--- config.mk ---
export PLATFORM = sky130hd
export DESIGN_NAME = cell_nybble_port
export DESIGN_NICKNAME = d
export VERILOG_FILES = /design/src/rtl/cnp_pkg.sv /design/src/rtl/cnp_cell_timer.sv /design/src/rtl/cnp_rx.sv /design/src/rtl/cnp_tx.sv /design/src/rtl/cell_nybble_port.sv
export SDC_FILE = /design/constraint.sdc
export NUM_CORES = 1
export LEC_CHECK = 0
export ABC_CLOCK_PERIOD_IN_PS = 1720
export BUFFER_PORTS_ARGS = -buffer_cell sky130_fd_sc_hd__buf_2
export CAP_MARGIN = 15
export CORE_ASPECT_RATIO = 1.5
export CORE_MARGIN = 8
export CORE_UTILIZATION = 40
export CTS_CLUSTER_DIAMETER = 120
export DETAILED_ROUTE_END_ITERATION = 8
export PLACE_DENSITY = 0.61
export SYNTH_ARGS = -nofsm -noshare
export SYNTH_HDL_FRONTEND = slang
export SYNTH_SLANG_ARGS = --single-unit
--- constraint.sdc ---
create_clock -name clk_i -period 1.72 [get_ports clk_i]
set_input_delay 0.344 -clock clk_i [delete_from_list [all_inputs] [get_ports clk_i]]
set_output_delay 0.344 -clock clk_i [all_outputs]
set_load 0.02 [all_outputs]
--- src/rtl/cnp_pkg.sv ---
package cnp_pkg;
  typedef enum logic {
    RX_HUNT = 1'b0,
    RX_LOCK = 1'b1
  } rx_mode_e;
endpackage

--- src/rtl/cnp_cell_timer.sv ---
module cnp_cell_timer #(
  parameter int CELL_CYC = 8
) (
  input  logic clk_i,
  input  logic rst_ni,
  input  logic run_i,
  input  logic restart_i,
  output logic tick_o
);
  localparam int CNT_W = $clog2(CELL_CYC);

  logic [CNT_W-1:0] cnt_q;

  assign tick_o = run_i && (cnt_q == CNT_W'(CELL_CYC - 1));

  always_ff @(posedge clk_i or negedge rst_ni) begin
    if (!rst_ni)                             cnt_q <= '0;
    else if (restart_i || !run_i || tick_o)  cnt_q <= '0;
    else                                     cnt_q <= cnt_q + CNT_W'(1);
  end
endmodule

--- src/rtl/cnp_rx.sv ---
module cnp_rx
  import cnp_pkg::*;
#(
  parameter int NYB_W     = 8,
  parameter int CELL_CYC  = 8,
  parameter int MAX_ZEROS = 2
) (
  input  logic             clk_i,
  input  logic             rst_ni,
  input  logic             pulse_i,
  input  logic             ack_i,
  output logic [NYB_W-1:0] data_o,
  output logic             valid_o,
  output logic             err_o,
  output logic             done_o
);
  localparam int ZR_W = $clog2(MAX_ZEROS + 2);

  rx_mode_e         mode_q;
  logic [ZR_W-1:0]  zrun_q;
  logic [NYB_W-1:0] sh_q, sh_next;
  logic [NYB_W-1:0] data_q;
  logic             valid_q, err_q;
  logic             tick, zero_cell, zero_err, shift_en, done;

  cnp_cell_timer #(.CELL_CYC(CELL_CYC)) u_timer (
    .clk_i    (clk_i),
    .rst_ni   (rst_ni),
    .run_i    (mode_q == RX_LOCK),
    .restart_i(pulse_i),
    .tick_o   (tick)
  );

  // a pulse always wins over the end of the cell
  assign zero_cell = (mode_q == RX_LOCK) && tick && !pulse_i;
  assign zero_err  = zero_cell && (zrun_q == ZR_W'(MAX_ZEROS));
  assign shift_en  = pulse_i || (zero_cell && !zero_err);
  assign sh_next   = {sh_q[NYB_W-2:0], pulse_i};
  assign done      = shift_en && sh_next[NYB_W-1];

  always_ff @(posedge clk_i or negedge rst_ni) begin
    if (!rst_ni) begin
      mode_q <= RX_HUNT;
      zrun_q <= '0;
      sh_q   <= '0;
      err_q  <= 1'b0;
    end else begin
      err_q <= zero_err;
      if (pulse_i) begin
        mode_q <= RX_LOCK;
        zrun_q <= '0;
      end else if (zero_err) begin
        mode_q <= RX_HUNT;
        zrun_q <= '0;
      end else if (zero_cell) begin
        zrun_q <= zrun_q + ZR_W'(1);
      end
      if (zero_err || done) sh_q <= '0;
      else if (shift_en)    sh_q <= sh_next;
    end
  end

  always_ff @(posedge clk_i or negedge rst_ni) begin
    if (!rst_ni) begin
      data_q  <= '0;
      valid_q <= 1'b0;
    end else if (done && (!valid_q || ack_i)) begin
      data_q  <= sh_next;
      valid_q <= 1'b1;
    end else if (ack_i) begin
      valid_q <= 1'b0;
    end
  end

  assign data_o  = data_q;
  assign valid_o = valid_q;
  assign err_o   = err_q;
  assign done_o  = done;
endmodule

--- src/rtl/cnp_tx.sv ---
module cnp_tx #(
  parameter int NYB_W    = 8,
  parameter int CELL_CYC = 8
) (
  input  logic             clk_i,
  input  logic             rst_ni,
  input  logic [NYB_W-1:0] data_i,
  input  logic             wr_i,
  output logic             empty_o,
  output logic             pulse_o
);
  localparam int BC_W = $clog2(NYB_W + 1);

  logic [NYB_W-1:0] hold_q, sh_q;
  logic             full_q, busy_q, pulse_q;
  logic [BC_W-1:0]  bits_q;
  logic             tick, last_cell, adv, load;

  cnp_cell_timer #(.CELL_CYC(CELL_CYC)) u_timer (
    .clk_i    (clk_i),
    .rst_ni   (rst_ni),
    .run_i    (busy_q),
    .restart_i(load),
    .tick_o   (tick)
  );

  assign last_cell = busy_q && tick && (bits_q == BC_W'(1));
  assign adv       = busy_q && tick && (bits_q != BC_W'(1));
  assign load      = full_q && (!busy_q || last_cell);

  always_ff @(posedge clk_i or negedge rst_ni) begin
    if (!rst_ni) begin
      hold_q <= '0;
      full_q <= 1'b0;
    end else if (wr_i && !full_q) begin
      hold_q <= data_i;
      full_q <= 1'b1;
    end else if (load) begin
      full_q <= 1'b0;
    end
  end

  always_ff @(posedge clk_i or negedge rst_ni) begin
    if (!rst_ni) begin
      sh_q    <= '0;
      bits_q  <= '0;
      busy_q  <= 1'b0;
      pulse_q <= 1'b0;
    end else if (load) begin
      sh_q    <= hold_q;
      bits_q  <= BC_W'(NYB_W);
      busy_q  <= 1'b1;
      pulse_q <= hold_q[NYB_W-1];
    end else if (adv) begin
      sh_q    <= {sh_q[NYB_W-2:0], 1'b0};
      bits_q  <= bits_q - BC_W'(1);
      pulse_q <= sh_q[NYB_W-2];
    end else begin
      if (last_cell) busy_q <= 1'b0;
      pulse_q <= 1'b0;
    end
  end

  assign empty_o = !full_q;
  assign pulse_o = pulse_q;
endmodule

--- src/rtl/cell_nybble_port.sv ---
module cell_nybble_port #(
  parameter int NYB_W     = 8,
  parameter int CELL_CYC  = 8,
  parameter int MAX_ZEROS = 2
) (
  input  logic             clk_i,
  input  logic             rst_ni,
  input  logic             rd_pulse_i,
  output logic [NYB_W-1:0] rx_data_o,
  output logic             rx_valid_o,
  input  logic             rx_ack_i,
  output logic             zero_err_o,
  input  logic [NYB_W-1:0] tx_data_i,
  input  logic             tx_wr_i,
  output logic             tx_empty_o,
  output logic             tx_pulse_o
);
  logic rx_done;

  cnp_rx #(
    .NYB_W    (NYB_W),
    .CELL_CYC (CELL_CYC),
    .MAX_ZEROS(MAX_ZEROS)
  ) u_rx (
    .clk_i  (clk_i),
    .rst_ni (rst_ni),
    .pulse_i(rd_pulse_i),
    .ack_i  (rx_ack_i),
    .data_o (rx_data_o),
    .valid_o(rx_valid_o),
    .err_o  (zero_err_o),
    .done_o (rx_done)
  );

  cnp_tx #(
    .NYB_W   (NYB_W),
    .CELL_CYC(CELL_CYC)
  ) u_tx (
    .clk_i  (clk_i),
    .rst_ni (rst_ni),
    .data_i (tx_data_i),
    .wr_i   (tx_wr_i),
    .empty_o(tx_empty_o),
    .pulse_o(tx_pulse_o)
  );
endmodule

==> run_results.csv <==
group,metric,value,unit
place,dp_hpwl,2.68,mm
logic_synthesis,yosys-top-cells-area,"dfrtp_1, mux2_2, nand2_1",
logic_synthesis,synth_cells,169,
place,place_inst,262,
cts,clock-sinks,48,
logic_synthesis,yosysTopAreaCell,"dfrtp_1",
routing,ant_nets,0,
logic_synthesis,synthArstFlopShare,100,%
worst_setup_path,cp_num_buf_inv,0,
floorplanning,start_util,41.4,%
sta,worst_slew_pin_slew,528,ps
worst_setup_path,end_kind,"flip-flop",
logic_synthesis,synth_cell_types,34,
layout,num-nets-final,223,
cts,cts-root-buf,"clkbuf_8",
worst_setup_path,crit_path_start_kind,"flip-flop",
pwr,p_seq_share,47.9,%
logic_synthesis,synth_top_area_share,60.3,%
sta,relSlewSlack,64.8,%
routing,drt_iter0_drc,56,
floorplanning,core,4810,µm²
cts,clk_pin_slew,90,ps
logic_synthesis,ys.flop_type,"dfrtp_1",
routing,vias,1352,
floorplanning,dieArea,7540,µm²
worst_setup_path,slowest_delay,400,ps
worst_setup_path,cp_top_family,"flip-flops",
sta,drv_slew,0,
cts,cts_buffers,5,
cts,htree_num_levels,2,
floorplanning,std_cell_rows,31,
layout,stdcell_count,270,
layout,area_growth,22.3,%
floorplanning,die_w,73.6,µm
pwr,ir_worst_vdd,0.000705,V
worst_setup_path,path_max_fanout,8,
routing,wl_per_cell,13.9,µm
pwr,combPwrFrac,27.2,%
sta,rsz0062_at_grt,"false",
floorplanning,io_pins,25,
sta,fin_crit,1640,ps
sta,fmax,609,MHz
logic_synthesis,seq_area_frac_synth,60.3,%
worst_setup_path,critPathRequiredTime,1900,ps
routing,routed_wl,3.75,mm
global_route,grt_first_pass_wirelength,6.49,mm
pwr,power-per-cell-area,1520,nW/µm²
cts,cts_tree,"yes",
global_route,overflow,0,
layout,fillers,471,
run_status,status,"finished clean",
cts,clk_latency,300,ps
logic_synthesis,netlist_area,1990,µm²
routing,drc,0,
pwr,clkPwrFrac,24.9,%
sta,fin_worst_skew,6.64,ps
routing,dr.pass1.iters,4,
sta,hold_viol,0,
pwr,p_int,2.58,mW
routing,via_per_inst,5.01,
cts,cts_max_path_buffers,2,
place,gp_congestion,0.694,
sta,finalSetupViolations,0,
logic_synthesis,synth_seq_cells,48,
hold_path,hold_path_class,"primary input to asynchronous set/reset pin",
layout,drive_gt1_share,32.8,%
global_route,grt_pass1_vias,1465,
layout,final_core_util,50.6,%
worst_setup_path,worstPathArrival,1820,ps
logic_synthesis,synth_area_per_cell,11.8,µm²
layout,insertedDiodeCount,0,
pwr,p_sw,1.13,mW
logic_synthesis,yosys_warnings,0,
pwr,p_leak,1.18,nW
place,port_buffers,24,
worst_setup_path,crit_path_frequent_cell,"ha_4",
worst_setup_path,path_cells,"ha_4 -> ha_4 -> nand2_2 -> o21ai_2 -> and3_4 -> mux2_2",
global_route,grt_max_degree,28,
pwr,sw_frac_of_total,30.4,%
global_route,track_usage,11.2,%
worst_setup_path,slowest_stage,"dfrtp_1",
sta,fin_crit_sh,95.5,%
logic_synthesis,synth_edf_count,0,
worst_setup_path,path_class,"flip-flop to flip-flop",
logic_synthesis,syn-num-nets,188,
job,max_cap_viol_count,0,
floorplanning,die_h,102,µm
global_route,antenna_found_initial,0,
## power by group through the flow
stage                     clock network (mW)  logic [mW]  registers, mW
after global routing                   0.994        1.15           1.83
after floorplan                            0       0.611           1.82
after detailed placement                   0       0.977           1.77
after global placement                     0       0.921           1.75
after CTS                              0.943       0.982           1.76
final                                  0.923        1.01           1.77
## worst reg2reg max path, stage by stage, from the launching register on
cell and delay, ps:
dfrtp_1 400, ha_4 160, ha_4 120, nand2_2 60, o21ai_2 170, and3_4 270
mux2_2 350
## layout make-up
type                    instances  area, µm²  share of cell area (%)
multi-input cells             109        800                    32.8
clock inverters                 2       60.1                    2.47
well taps                      66       82.6                    3.39
repair buffers                 32        193                    7.91
flip-flops and latches         48       1200                    49.3
inverters                       8       30.0                    1.23
clock buffers                   5       68.8                    2.83
## state kept, by name, indices dropped and copies added (netlist names), 2 cells and up
register	flops
u_rx.data_o	8
u_rx.zrun_q	2
u_rx.sh_q	7
u_tx.sh_q	7
u_tx.hold_q	8
u_tx.bits_q	4
u_tx.u_timer.cnt_q	3
u_rx.u_timer.cnt_q	3
## path summary, 6_finish.rpt
path	startpoint	to	slack (ps)	cells after the start
max	u_rx.u_timer.cnt_q[0]	u_rx.data_o[1]	80	6
min	rst_ni	u_tx.pulse_o	10	1
max reg2reg	u_rx.u_timer.cnt_q[0]	u_rx.data_o[1]	80	6
min reg2reg	u_tx.u_timer.cnt_q[0]	u_tx.u_timer.cnt_q[0]	440	1
max in group asynchronous	rst_ni	u_rx.u_timer.cnt_q[0]	1180	2
min in group clk_i	rd_pulse_i	u_rx.zrun_q[1]	260	2
## timing repair
item / CTS / global route
gates resized for setup: 1 / 14
hold buffers: 0 / 0
buffers inserted: 0 / 1
pin swaps: 0 / 4
setup endpoints to repair: 6 / 19
## layer usage
layer	track usage, %	share of wire (%)	vias to the layer above
met1	12.4	41	678
met3	3.63	5.1	7
met5	0	0	-
met4	5.26	2.4	0
met2	18.7	51	23
li1	-	-	644
## synth_stat cells (2+ instances only)
cell type / count
nor2b_1: 2
mux2_2: 13
nand2b_1: 2
nor3_1: 2
or2_2: 2
and2_1: 2
inv_1: 8
nand3_1: 2
dfrtp_1: 48
nor2_1: 11
o21ai_0: 7
ha_1: 6
a21oi_1: 4
a22o_1: 6
and2b_1: 2
a22oi_1: 6
nand2_1: 29
## cells in the final DEF, fill, tap and decap left out, types with 5 or more instances in the layout
| cell type | instances |
|---|---|
| dfrtp_1 | 48 |
| nand2_1 | 28 |
| buf_2 | 24 |
| mux2_2 | 12 |
| nor2_1 | 11 |
| inv_1 | 7 |
| o21ai_0 | 7 |
| buf_4 | 7 |
| a22o_1 | 6 |
| a22oi_1 | 5 |
| clkbuf_8 | 5 |
## per-stage QoR
stage | power [mW] | instance area (µm²) | setup WS, ps | TNS, ps | hold slack [ps]
finish | 3.71 | 2430 | 77.2 | 0 | 9.99
floorplan | 2.43 | 1990 | 1.59 | 0 | 48.4
CTS | 3.68 | 2360 | 29.9 | 0 | 27.7
detailed placement | 2.75 | 2230 | -33.3 | -156 | 355
global route | 3.97 | 2430 | 2.58 | 0 | 40.5
global placement | 2.67 | 2230 | 43.8 | 0 | 344
## cell families (layout without fill, tap and decap cells)
family / Yosys count / after routing / synth area share [%]
fa+ha+maj: 6 / 6 / 3.77
simple gates: 60 / 60 / 14.6
buf+inv: 12 / 47 / 2.89
mux: 15 / 15 / 8.42
compound gates: 28 / 28 / 9.93
flops: 48 / 48 / 60.3
Power figures use the tool's default switching activity.
